==> config.mk <==
export PLATFORM = sky130hd
export DESIGN_NAME = adc_seq_ctrl
export DESIGN_NICKNAME = d
export VERILOG_FILES = /design/src/rtl/adc_seq_pkg.sv /design/src/rtl/adc_tad_div.sv /design/src/rtl/adc_trig_sel.sv /design/src/rtl/adc_sar_core.sv /design/src/rtl/adc_result_buf.sv /design/src/rtl/adc_seq_ctrl.sv
export SDC_FILE = /design/constraint.sdc
export NUM_CORES = 1
export LEC_CHECK = 0
export ABC_AREA = 1
export BUFFER_PORTS_ARGS = -buffer_cell sky130_fd_sc_hd__buf_4
export CAP_MARGIN = 20
export CORE_ASPECT_RATIO = 0.9
export CORE_UTILIZATION = 30
export CTS_BUF_LIST = sky130_fd_sc_hd__clkbuf_4
export CTS_CLUSTER_DIAMETER = 150
export DETAILED_ROUTE_END_ITERATION = 10
export PLACE_DENSITY = 0.56
export SYNTH_ARGS = -nofsm -noshare
export SYNTH_HDL_FRONTEND = slang
export SYNTH_SLANG_ARGS = --single-unit
==> constraint.sdc <==
create_clock -name clk -period 3.1 [get_ports clk]
set_clock_uncertainty 0.1 [all_clocks]
set_input_delay 0.93 -clock clk [delete_from_list [all_inputs] [get_ports clk]]
set_output_delay 0.93 -clock clk [all_outputs]
set_load 0.01 [all_outputs]
==> src/rtl/adc_seq_pkg.sv <==
package adc_seq_pkg;

    typedef enum logic [1:0] {
        ST_IDLE   = 2'd0,
        ST_SAMPLE = 2'd1,
        ST_CONV   = 2'd2,
        ST_WAIT   = 2'd3
    } seq_state_e;

    typedef enum logic [2:0] {
        TRG_MANUAL = 3'b000,
        TRG_IRQ    = 3'b001,
        TRG_TMR    = 3'b010,
        TRG_AUTO   = 3'b111
    } trig_src_e;

    typedef struct packed {
        logic load;
        logic step;
        logic commit;
    } sar_ctl_t;

    localparam int unsigned HOLD_PERIODS   = 1;
    localparam int unsigned COMMIT_PERIODS = 1;
    localparam int unsigned ABORT_PERIODS  = 2;

    function automatic int unsigned conv_periods(input int unsigned res_w);
        return HOLD_PERIODS + res_w + COMMIT_PERIODS;
    endfunction

    function automatic int unsigned max_u(input int unsigned a, input int unsigned b);
        return (a > b) ? a : b;
    endfunction

endpackage

==> src/rtl/adc_tad_div.sv <==
module adc_tad_div #(
    parameter int unsigned DIV_W = 6
) (
    input  logic             clk,
    input  logic             rst,
    input  logic             run,
    input  logic             sync,
    input  logic [DIV_W-1:0] div,
    output logic             tick
);
    logic [DIV_W-1:0] cnt_q;

    always_ff @(posedge clk) begin
        if (rst || !run || sync) begin
            cnt_q <= '0;
        end else if (cnt_q == div) begin
            cnt_q <= '0;
        end else begin
            cnt_q <= cnt_q + 1'b1;
        end
    end

    assign tick = run && (cnt_q == div);
endmodule

==> src/rtl/adc_trig_sel.sv <==
module adc_trig_sel
    import adc_seq_pkg::*;
(
    input  logic [2:0] sel,
    input  logic       sw_clr,
    input  logic       tmr_evt,
    input  logic       ext_irq,
    input  logic       auto_hit,
    output logic       trig
);
    always_comb begin
        unique case (sel)
            TRG_MANUAL: trig = sw_clr;
            TRG_IRQ:    trig = ext_irq;
            TRG_TMR:    trig = tmr_evt;
            TRG_AUTO:   trig = auto_hit;
            default:    trig = 1'b0;
        endcase
    end
endmodule

==> src/rtl/adc_sar_core.sv <==
module adc_sar_core
    import adc_seq_pkg::*;
#(
    parameter int unsigned RES_W = 12
) (
    input  logic             clk,
    input  logic             rst,
    input  sar_ctl_t         ctl,
    input  logic             cmp,
    output logic [RES_W-1:0] code
);
    localparam logic [RES_W-1:0] MSB_ONE = {1'b1, {(RES_W-1){1'b0}}};

    logic [RES_W-1:0] code_q;
    logic [RES_W-1:0] mask_q;
    logic [RES_W-1:0] code_nxt;

    always_comb begin
        code_nxt = (cmp ? code_q : (code_q & ~mask_q)) | (mask_q >> 1);
    end

    always_ff @(posedge clk) begin
        if (rst) begin
            code_q <= '0;
            mask_q <= '0;
        end else if (ctl.load) begin
            code_q <= MSB_ONE;
            mask_q <= MSB_ONE;
        end else if (ctl.step) begin
            code_q <= code_nxt;
            mask_q <= mask_q >> 1;
        end
    end

    assign code = code_q;
endmodule

==> src/rtl/adc_result_buf.sv <==
module adc_result_buf #(
    parameter int unsigned RES_W = 12
) (
    input  logic             clk,
    input  logic             rst,
    input  logic             conv_wr,
    input  logic [RES_W-1:0] conv_data,
    input  logic             sw_wr,
    input  logic [RES_W-1:0] sw_data,
    output logic [RES_W-1:0] result,
    output logic             done
);
    logic [RES_W-1:0] res_q;
    logic             done_q;

    always_ff @(posedge clk) begin
        if (rst) begin
            res_q  <= '0;
            done_q <= 1'b0;
        end else begin
            done_q <= conv_wr;
            if (conv_wr) begin
                res_q <= conv_data;
            end else if (sw_wr) begin
                res_q <= sw_data;
            end
        end
    end

    assign result = res_q;
    assign done   = done_q;
endmodule

==> src/rtl/adc_seq_ctrl.sv <==
module adc_seq_ctrl
    import adc_seq_pkg::*;
#(
    parameter int unsigned RES_W  = 12,
    parameter int unsigned DIV_W  = 6,
    parameter int unsigned SAMC_W = 5
) (
    input  logic              clk,
    input  logic              rst,
    input  logic              ctl_on,
    input  logic              samp_set,
    input  logic              samp_clr,
    input  logic [2:0]        trig_sel,
    input  logic [SAMC_W-1:0] samc,
    input  logic [DIV_W-1:0]  adcs,
    input  logic              tmr_evt,
    input  logic              ext_irq,
    input  logic              cmp_in,
    input  logic              buf_wr_en,
    input  logic [RES_W-1:0]  buf_wr_data,
    output logic              tad_en,
    output logic              sh_sample,
    output logic              conv_busy,
    output logic [RES_W-1:0]  sar_code,
    output logic [RES_W-1:0]  result,
    output logic              done
);
    localparam int unsigned CONV_PER = conv_periods(RES_W);
    localparam int unsigned PH_W     = max_u(SAMC_W, $clog2(CONV_PER + 1)) + 1;

    localparam logic [PH_W-1:0] PH_LAST_CONV = PH_W'(CONV_PER - 1);
    localparam logic [PH_W-1:0] PH_LAST_BIT  = PH_W'(HOLD_PERIODS + RES_W - 1);
    localparam logic [PH_W-1:0] PH_FIRST_BIT = PH_W'(HOLD_PERIODS);
    localparam logic [PH_W-1:0] PH_LAST_WAIT = PH_W'(ABORT_PERIODS - 1);

    seq_state_e       state_q, state_d;
    logic [PH_W-1:0]  ph_q;
    logic [PH_W-1:0]  samc_eff;
    logic             tick;
    logic             sync;
    logic             auto_hit;
    logic             trig;
    logic             is_auto;
    sar_ctl_t         sar_ctl;

    assign is_auto  = (trig_sel == TRG_AUTO);
    assign samc_eff = (samc == '0) ? PH_W'(1) : PH_W'(samc);
    assign auto_hit = (state_q == ST_SAMPLE) && tick && ((ph_q + 1'b1) >= samc_eff);

    adc_trig_sel u_trig (
        .sel      (trig_sel),
        .sw_clr   (samp_clr),
        .tmr_evt  (tmr_evt),
        .ext_irq  (ext_irq),
        .auto_hit (auto_hit),
        .trig     (trig)
    );

    always_comb begin
        state_d = state_q;
        unique case (state_q)
            ST_IDLE: begin
                if (ctl_on && samp_set) state_d = ST_SAMPLE;
            end
            ST_SAMPLE: begin
                if (!ctl_on)   state_d = ST_IDLE;
                else if (trig) state_d = ST_CONV;
            end
            ST_CONV: begin
                if (!ctl_on) begin
                    state_d = ST_WAIT;
                end else if (tick && ph_q == PH_LAST_CONV) begin
                    state_d = is_auto ? ST_SAMPLE : ST_IDLE;
                end
            end
            ST_WAIT: begin
                if (tick && ph_q == PH_LAST_WAIT) state_d = ST_IDLE;
            end
            default: state_d = ST_IDLE;
        endcase
    end

    assign sync = (state_d != state_q);

    always_ff @(posedge clk) begin
        if (rst) begin
            state_q <= ST_IDLE;
            ph_q    <= '0;
        end else begin
            state_q <= state_d;
            if (sync)      ph_q <= '0;
            else if (tick) ph_q <= ph_q + 1'b1;
        end
    end

    adc_tad_div #(.DIV_W(DIV_W)) u_div (
        .clk  (clk),
        .rst  (rst),
        .run  (state_q != ST_IDLE),
        .sync (sync),
        .div  (adcs),
        .tick (tick)
    );

    always_comb begin
        sar_ctl.load   = (state_q != ST_CONV) && (state_d == ST_CONV);
        sar_ctl.step   = (state_q == ST_CONV) && ctl_on && tick &&
                         (ph_q >= PH_FIRST_BIT) && (ph_q <= PH_LAST_BIT);
        sar_ctl.commit = (state_q == ST_CONV) && ctl_on && tick && (ph_q == PH_LAST_CONV);
    end

    adc_sar_core #(.RES_W(RES_W)) u_sar (
        .clk  (clk),
        .rst  (rst),
        .ctl  (sar_ctl),
        .cmp  (cmp_in),
        .code (sar_code)
    );

    adc_result_buf #(.RES_W(RES_W)) u_buf (
        .clk       (clk),
        .rst       (rst),
        .conv_wr   (sar_ctl.commit),
        .conv_data (sar_code),
        .sw_wr     (buf_wr_en),
        .sw_data   (buf_wr_data),
        .result    (result),
        .done      (done)
    );

    assign tad_en    = tick;
    assign sh_sample = (state_q == ST_SAMPLE);
    assign conv_busy = (state_q == ST_CONV);
endmodule

# [Word level (Yosys, flattened, before mapping)]
# Index checks and enable logic that the tools add are counted.
[word_totals] reg_bits=51 in_bits=35 out_inout_bits=28 word_cells=70
[classes] addsub=2 n_lt_le_gt_ge=3 n_eq_ne=12 n_mux=17 bitwise=3 reduce_logical=24
[op_table] operator="$mux 12" count=7
[op_table] operator="$add 6x1->6 const B" count=2
[op_table] operator="$and 12x12->12" count=1
[op_table] operator="$logic_and 1x1->1" count=12
[op_table] operator="$mux 2" count=6
[op_table] operator="$not 12->12" count=1
[op_table] operator="$or 12x11->12" count=1
[op_table] operator="$pmux 2 s4" count=1
[op_table] operator="$eq 2x2->1 const B" count=3
[op_table] operator="$eq 6x1->1 const B" count=1
[op_table] operator="$eq 6x4->1 const B" count=1
[op_table] operator="$eq 6x6->1" count=1
[op_table] operator="$ge 6x1->1 const B" count=1
[op_table] operator="$ge 6x5->1" count=1
[op_table] operator="$le 6x4->1 const B" count=1
[op_table] operator="$reduce_bool 2->1" count=3
[op_table] operator="$reduce_or 2->1" count=3
[op_table] operator="$logic_not 5->1" count=1
[op_table] operator="$mux 5" count=1
[op_table] operator="$pmux 1 s4" count=1
[op_table] operator="$eq 3x1->1 const B" count=1
[op_table] operator="$eq 3x2->1 const B" count=1
[op_table] operator="$eq 3x3->1 const B" count=1
[op_table] operator="$logic_not 3->1" count=1
[op_table] operator="7 further kinds" count=8

# [Depth between registers and ports, before layout]
# Gate-level depths: netlist (run 1).
[depth] word_depth=11 ltp_mapped=20 ltp_nobuf=20

# [Cells and area by module]
# A second synthesis (run 1) with hierarchy kept.
[unflattened] cells_unflattened=383 hier_area_um2=2693.8
[by_module_without_submodules] module="adc_sar_core" instances=1 cells_per_inst=105 area_each_um2=875.8 seq_area_each_um2=480.5
[by_module_without_submodules] module="adc_seq_ctrl" instances=1 cells_per_inst=113 area_each_um2=754.5 seq_area_each_um2=160.2
[by_module_without_submodules] module="adc_result_buf" instances=1 cells_per_inst=94 area_each_um2=656.9 seq_area_each_um2=260.2
[by_module_without_submodules] module="adc_tad_div" instances=1 cells_per_inst=61 area_each_um2=364.1 seq_area_each_um2=120.1
[by_module_without_submodules] module="adc_trig_sel" instances=1 cells_per_inst=10 area_each_um2=42.5 seq_area_each_um2=0.0

# [Worst setup path after synthesis (run 1)]
# Ideal clock, no wire load.
[synth_path] kind="input-to-output" start="input port adcs[4]" end="output port tad_en" t_arrival_ns=1.782 required_time_ns=2.070 path_slack_ns=0.288 path_stages=7 n_path_buf=1 path_cell_list="inv_1 > nand2_1 > nand2_1 > nor2_1 > nand3_2 > nor2_4 > clkbuf_1"
[synth_between] elab_chain_len=2
[synth_lines] element="from (decl)" line_no="adc_seq_ctrl.sv:15" rtl="input logic [DIV_W-1:0] adcs,"
[synth_lines] element="$eq 6x6->1" line_no="adc_tad_div.sv:23" rtl="assign tick = run && (cnt_q == div);"
[synth_lines] element="$logic_and 1x1->1" line_no="adc_tad_div.sv:23"
[synth_lines] element="to (decl)" line_no="adc_seq_ctrl.sv:21" rtl="output logic tad_en,"
# Every way passes these cells.

# [Worst setup path in the final report (run 1)]
# Ends and elaborated chain as after synthesis.

==> flow_summary_export.csv, run 1 <==
group,metric,value,unit
yosys,yosysSeqAreaShare,0.4012,
sta,tns,0,ns
placement,place.gp.congestion,0.7485,
placement,portBuffers,62,
sta,hold_viol_final,0,
floorplanning,fp.dieW,99.09,um
setup_path,r2r_slack,0.65,ns
setup_path,endpoint_kind,"primary output",
final_layout,diodes,0,
setup_path,r2r_cells,16,
final_layout,nNetsFinal,449,
final_layout,fin_area,3192,um^2
grt,antenna_found_initial,0,
yosys,ys_ff_latch,51,
floorplanning,die_h,89.38,um
routing,ant_nets,0,
yosys,synth_cell_type_count,33,
clock_tree,clock_latency,0.36,ns
clock_tree,postCtsSetupRepairBufs,0,
status,status,"complete, no violations",
sta,rsz0062_at_grt,"no",
pwr,p_int,993.3,uW
pwr,p_leak,0.001417,uW
setup_path,required,2.07,ns
floorplanning,fp-row-count,31,
pwr,p_per_area,401.7,nW/um^2
clock_tree,htreeDepth,2,
pwr,ir_drop,0.1582,mV
clock_tree,clockBufferDepth,2,
sta,setup_viol,0,
pwr,clockPowerShare,0.362,
run,maxCapViolCount,0,
yosys,synthesis.nets,389,
sta,fmax,0.3565,GHz
pwr,seqPwrFrac,0.527,
floorplanning,start_util,0.3124,
final_layout,final_common_cell,"nand2_1",
pwr,p_comb_frac,0.111,
sta,holdWs,0.3730,ns
pwr,p_switching,288.9,uW
yosys,synth.avg_cell_area,7.377,um^2
clock_tree,clk_transition_reported_paths,0.14,ns
grt,grt_first_pass_wirelength,9190,um
routing,vias,2262,
sta,finalMaxSlewViolations,0,
floorplanning,die-area,8856,um^2
routing,dr.pass1.iters,4,
clock_tree,cts_resized,0,
yosys,netlist_instances,345,
sta,worst_slew_pin_slew,0.4035,ns
grt,grt-ovfl-total,0,
pwr,p_sw_frac,0.2253,
setup_path,cp-start-kind,"input port",
final_layout,mostFrequentLayoutCells,"nand2_1 (91), buf_4 (65), dfxtp_1 (51)",
floorplanning,core_area,8145,um^2
routing,drc,0,
clock_tree,cts_tree,"done",
pwr,power.total,1282,uW
floorplanning,ioPinCount,63,
clock_tree,holdBufCountCts,0,
routing,drt_wl_total,5803,um
grt,grt_use_total,0.1292,
min_path,hold_start,"u_sar.mask_q[3]$_SDFFE_PP0P_",
final_layout,drive_gt1_frac,0.2365,
setup_path,worstSetupPathType,"input port to primary output",
setup_path,cp_max_fo,4,
routing,drtIter0Drc,70,
yosys,synth_warnings,0,
sta,maxSlewHeadroom,0.7307,
setup_path,worstReg2RegStart,"ph_q[0]$_SDFFE_PP0P_",
sta,min_period_over_period,0.9048,
grt,grt_max_degree,26,
yosys,synth.cell_area,2545,um^2
placement,dp_hpwl,4425,um
clock_tree,cts_sinks,51,
routing,avgViaCountPerCell,4.479,
routing,wl_per_cell,11.49,um
setup_path,r2r_end,"u_sar.code[3]$_SDFFE_PP0P_",
min_path,hold_end,"u_sar.mask_q[3]$_SDFFE_PP0P_",
final_layout,area_growth,25.42,%
clock_tree,cts-root-buf,"clkbuf_4",
setup_path,cp.arrival,1.77,ns
placement,placed_area,3087,um^2
final_layout,final_util,0.3919,
clock_tree,numCtsBuffers,5,
min_path,hold_class,"flop to flop",
grt,grt_pass1_vias,1942,
sta,post-route-min-period,2.805,ns
min_path,holdPathStages,2,
## Yosys cell counts
library cell | instances | area (um^2)
clkbuf_1 | 6 | 22.52
a21oi_2 | 2 | 17.52
a21boi_2 | 1 | 11.26
nand2_1 | 91 | 341.6
nand4_4 | 1 | 21.27
nor2_1 | 41 | 153.9
xnor2_1 | 2 | 17.52
nand2_4 | 1 | 11.26
a41o_1 | 1 | 10.01
nor3_2 | 1 | 10.01
o21ai_0 | 6 | 30.03
o31ai_1 | 1 | 7.510
nand3_4 | 1 | 17.52
o211ai_1 | 2 | 15.01
nand3_2 | 5 | 50.05
xor2_1 | 7 | 61.31
a311oi_1 | 13 | 113.9
buf_2 | 2 | 10.01
a21oi_1 | 28 | 140.1
nand3_1 | 7 | 35.03
nor2_4 | 2 | 22.52
nor2_2 | 2 | 12.51
dfxtp_1 | 51 | 1021
a31oi_1 | 1 | 6.260
o21ai_1 | 8 | 40.04
buf_6 | 3 | 33.78
buf_1 | 1 | 3.750
nand2_2 | 2 | 12.51
nor3_1 | 3 | 15.01
nand4_1 | 1 | 6.260
inv_1 | 38 | 142.6
inv_2 | 5 | 18.77
ha_1 | 9 | 112.6
## flip-flops by register name, summed over array words and instances (netlist names)
name / flops
u_div.cnt_q: 6
u_sar.code: 12
u_sar.mask_q: 12
state_q: 2
u_buf.result: 12
ph_q: 6
u_buf.done: 1
## cells by family after synthesis
family	count (synthesis)	synth area share
buffers and inverters	55	0.09095
adders and majority gates	9	0.04425
AOI/OAI and AO/OA	63	0.1539
and+or+nand+nor	158	0.2788
xor gates and xnor gates	9	0.03098
DFF	51	0.4012
## area by class of cell
cell class,count,area (um^2)
Fill cell,848,4954
Clock inverter,2,60.06
Multi-Input combinational cell,239,1292
Tap cell,99,123.9
Clock buffer,6,45.04
Timing Repair Buffer,65,488.0
Sequential cell,51,1021
Inverter,43,161.4
## layer usage
layer | wire length [um] | global-route usage | vias up
li1 | - | - | 1231
met1 | 3104 | 0.1891 | 995
met2 | 2470 | 0.1964 | 31
met3 | 183 | 0.02267 | 5
met4 | 45 | 0.03209 | 0
met5 | 0 | 0 | -
## stage by stage
| stage | setup WS [ns] | cells |
|---|---|---|
| global route | 0.1837 | 505 |
| global placement | 0.1910 | 497 |
| floorplan | 0.2879 | 345 |
| CTS | 0.2729 | 505 |
| finish | 0.2952 | 505 |
| detailed placement | 0.1590 | 497 |
## worst max-delay path, cell delays in order
cell and delay, ns:
buf_4 0.11, nand2_1 0.05, nand2_1 0.04, nor2_1 0.19, nand3_2 0.19, nor2_4 0.13, buf_4 0.13
## power groups by stage
stage	clock, uW	sequential (uW)	combinational [uW]
floorplan	0	693	76.6
global placement	0	690	141
detailed placement	0	690	144
CTS	478	676	144
global route	504	678	160
finish	464	675	143
## worst max path at each step
stage                                   endpoint  cells after the start  slack (ns)    start
detailed placement    u_sar.code[3]$_SDFFE_PP0P_                     19        0.16  samc[3]
global route                              tad_en                      8        0.18  adcs[0]
global placement    u_sar.mask_q[1]$_SDFFE_PP0P_                     19        0.19  samc[3]
finish                                    tad_en                      7        0.30  adcs[4]
CTS                                       tad_en                      7        0.27  adcs[4]
floorplan                                 tad_en                      7        0.29  adcs[4]
Power figures use the tool's default switching activity.
==> inputs of run 2 (changes only) <==
- CORE_UTILIZATION: 30 -> 55
- PLACE_DENSITY: 0.56 -> 0.88
==> flow_summary_export.csv, run 2 (synthesis gave the netlist of run 1 again) <==
group,metric,value,unit
placement,place.gp.congestion,0.7994,
grt,grt_use_total,0.2342,
clock_tree,htreeDepth,2,
min_path,hold_class,"flop to flop",
final_layout,final_util,0.6917,
routing,wl_per_cell,11.87,um
grt,grt-ovfl-total,0,
setup_path,crit_start,"adcs[4]",
clock_tree,clk_transition_reported_paths,0.12,ns
final_layout,final_common_cell,"nand2_1",
setup_path,r2r_end,"u_sar.mask_q[8]$_SDFFE_PP0P_",
setup_path,cp.arrival,1.76,ns
run,maxCapViolCount,0,
floorplanning,ioPinCount,63,
sta,maxSlewHeadroom,0.7666,
setup_path,endpoint_kind,"primary output",
sta,fmax,0.3587,GHz
placement,dp_hpwl,4241,um
final_layout,multi_input_area,1292,um^2
sta,setup_viol,0,
clock_tree,cts_resized,0,
routing,ant_nets,0,
setup_path,max_stage_delay,0.18,ns
clock_tree,postCtsSetupRepairBufs,0,
setup_path,r2r_cells,16,
final_layout,area_growth,21.24,%
grt,antenna_found_initial,0,
clock_tree,cts_sinks,51,
setup_path,worstReg2RegStart,"ph_q[0]$_SDFFE_PP0P_",
routing,drtIter0Drc,132,
floorplanning,die-area,4903,um^2
pwr,p_per_area,353.0,nW/um^2
placement,portBuffers,62,
routing,vias,2351,
clock_tree,clock_latency,0.34,ns
sta,hold_viol_final,0,
sta,min_period_over_period,0.8993,
pwr,ir_drop,0.2662,mV
final_layout,fill_cells,381,
setup_path,critPathSlowestCell,"nor2_1",
routing,drt_wl_total,5531,um
grt,grt_first_pass_wirelength,8976,um
final_layout,fin_area,3085,um^2
placement,placed_cells,460,
clock_tree,numCtsBuffers,5,
final_layout,diodes,0,
sta,finalMaxSlewViolations,0,
final_layout,stdcell_count,466,
setup_path,cp-endpoint,"tad_en",
sta,rsz0062_at_grt,"no",
setup_path,worstSetupPathType,"input port to primary output",
sta,tns,0,ns
setup_path,cp_max_fo,4,
setup_path,cp-start-kind,"input port",
floorplanning,core_area,4461,um^2
setup_path,r2r_slack,0.67,ns
final_layout,regArea,1021,um^2
clock_tree,holdBufCountCts,0,
placement,placed_area,3040,um^2
floorplanning,fp-row-count,23,
clock_tree,cts_tree,"done",
clock_tree,cts-root-buf,"clkbuf_4",
final_layout,nNetsFinal,449,
setup_path,required,2.07,ns
setup_path,crit_chain,"buf_4, nand2_1, nand2_1, nor2_1, nand3_2, nor2_4, buf_4",
floorplanning,start_util,0.5705,
status,status,"complete, no violations",
final_layout,drive_gt1_frac,0.2327,
routing,avgViaCountPerCell,5.045,
floorplanning,fp.dieW,73.70,um
sta,post-route-min-period,2.788,ns
floorplanning,die_h,66.53,um
final_layout,mostFrequentLayoutCells,"nand2_1 (91), buf_4 (65), dfxtp_1 (51)",
routing,dr.pass1.iters,5,
routing,drc,0,
grt,grt_max_degree,26,
pwr,p_leak,0.001389,uW
clock_tree,clockBufferDepth,2,
grt,grt_pass1_vias,2126,
sta,worst_slew_pin_slew,0.3497,ns
run 2: metal layers:
metal,share of wire,vias up,track usage
met4,0.0096,0,0.07212
met1,0.47,1073,0.2995
met3,0.037,7,0.04387
met5,0,-,0
met2,0.48,36,0.3979
li1,-,1235,-
run 2: worst min-delay path by stage:
stage                                    to  cells past startpoint  slack [ns]                         start
6_report       u_sar.mask_q[0]$_SDFFE_PP0P_                      2        0.37  u_sar.mask_q[0]$_SDFFE_PP0P_
5_1_grt        u_sar.mask_q[0]$_SDFFE_PP0P_                      2        0.39  u_sar.mask_q[0]$_SDFFE_PP0P_
4_1_cts        u_sar.mask_q[5]$_SDFFE_PP0P_                      2        0.37  u_sar.mask_q[5]$_SDFFE_PP0P_
3_5_place_dp   u_sar.mask_q[5]$_SDFFE_PP0P_                      2        0.36  u_sar.mask_q[5]$_SDFFE_PP0P_
3_3_place_gp   u_sar.mask_q[4]$_SDFFE_PP0P_                      2        0.35  u_sar.mask_q[4]$_SDFFE_PP0P_
2_1_floorplan     u_div.cnt_q[0]$_SDFF_PP0_                      1        0.34     u_div.cnt_q[0]$_SDFF_PP0_
run 2: critical path, delay by kind of cell:
family	cells	cell delay, ns
buf+inv	2	0.24
simple gates	5	0.58
run 2: cell type report:
| type | count | area share |
|---|---|---|
| sequential | 51 | 0.3309 |
| tap | 62 | 0.02514 |
| clock buffer | 6 | 0.01460 |
| inverter | 43 | 0.05231 |
| timing repair buffer | 65 | 0.1582 |
| multi-input combinational | 239 | 0.4189 |
run 2: through the flow:
stage / setup slack, ns / hold WS, ns / total power (uW)
after floorplan: 0.2879 / 0.3409 / 769.1
after global placement: 0.2345 / 0.3521 / 826.7
after detailed placement: 0.1598 / 0.3559 / 831.5
after CTS: 0.2993 / 0.3746 / 1101
after global routing: 0.2208 / 0.3935 / 1134
final: 0.3123 / 0.3731 / 1089
run 2: power breakdown:
part	total (uW)	switching [uW]	internal, uW
sequential	675	8.95	667
combinational	141	75.0	65.9
clock	273	183	89.9
total	1090	267	822
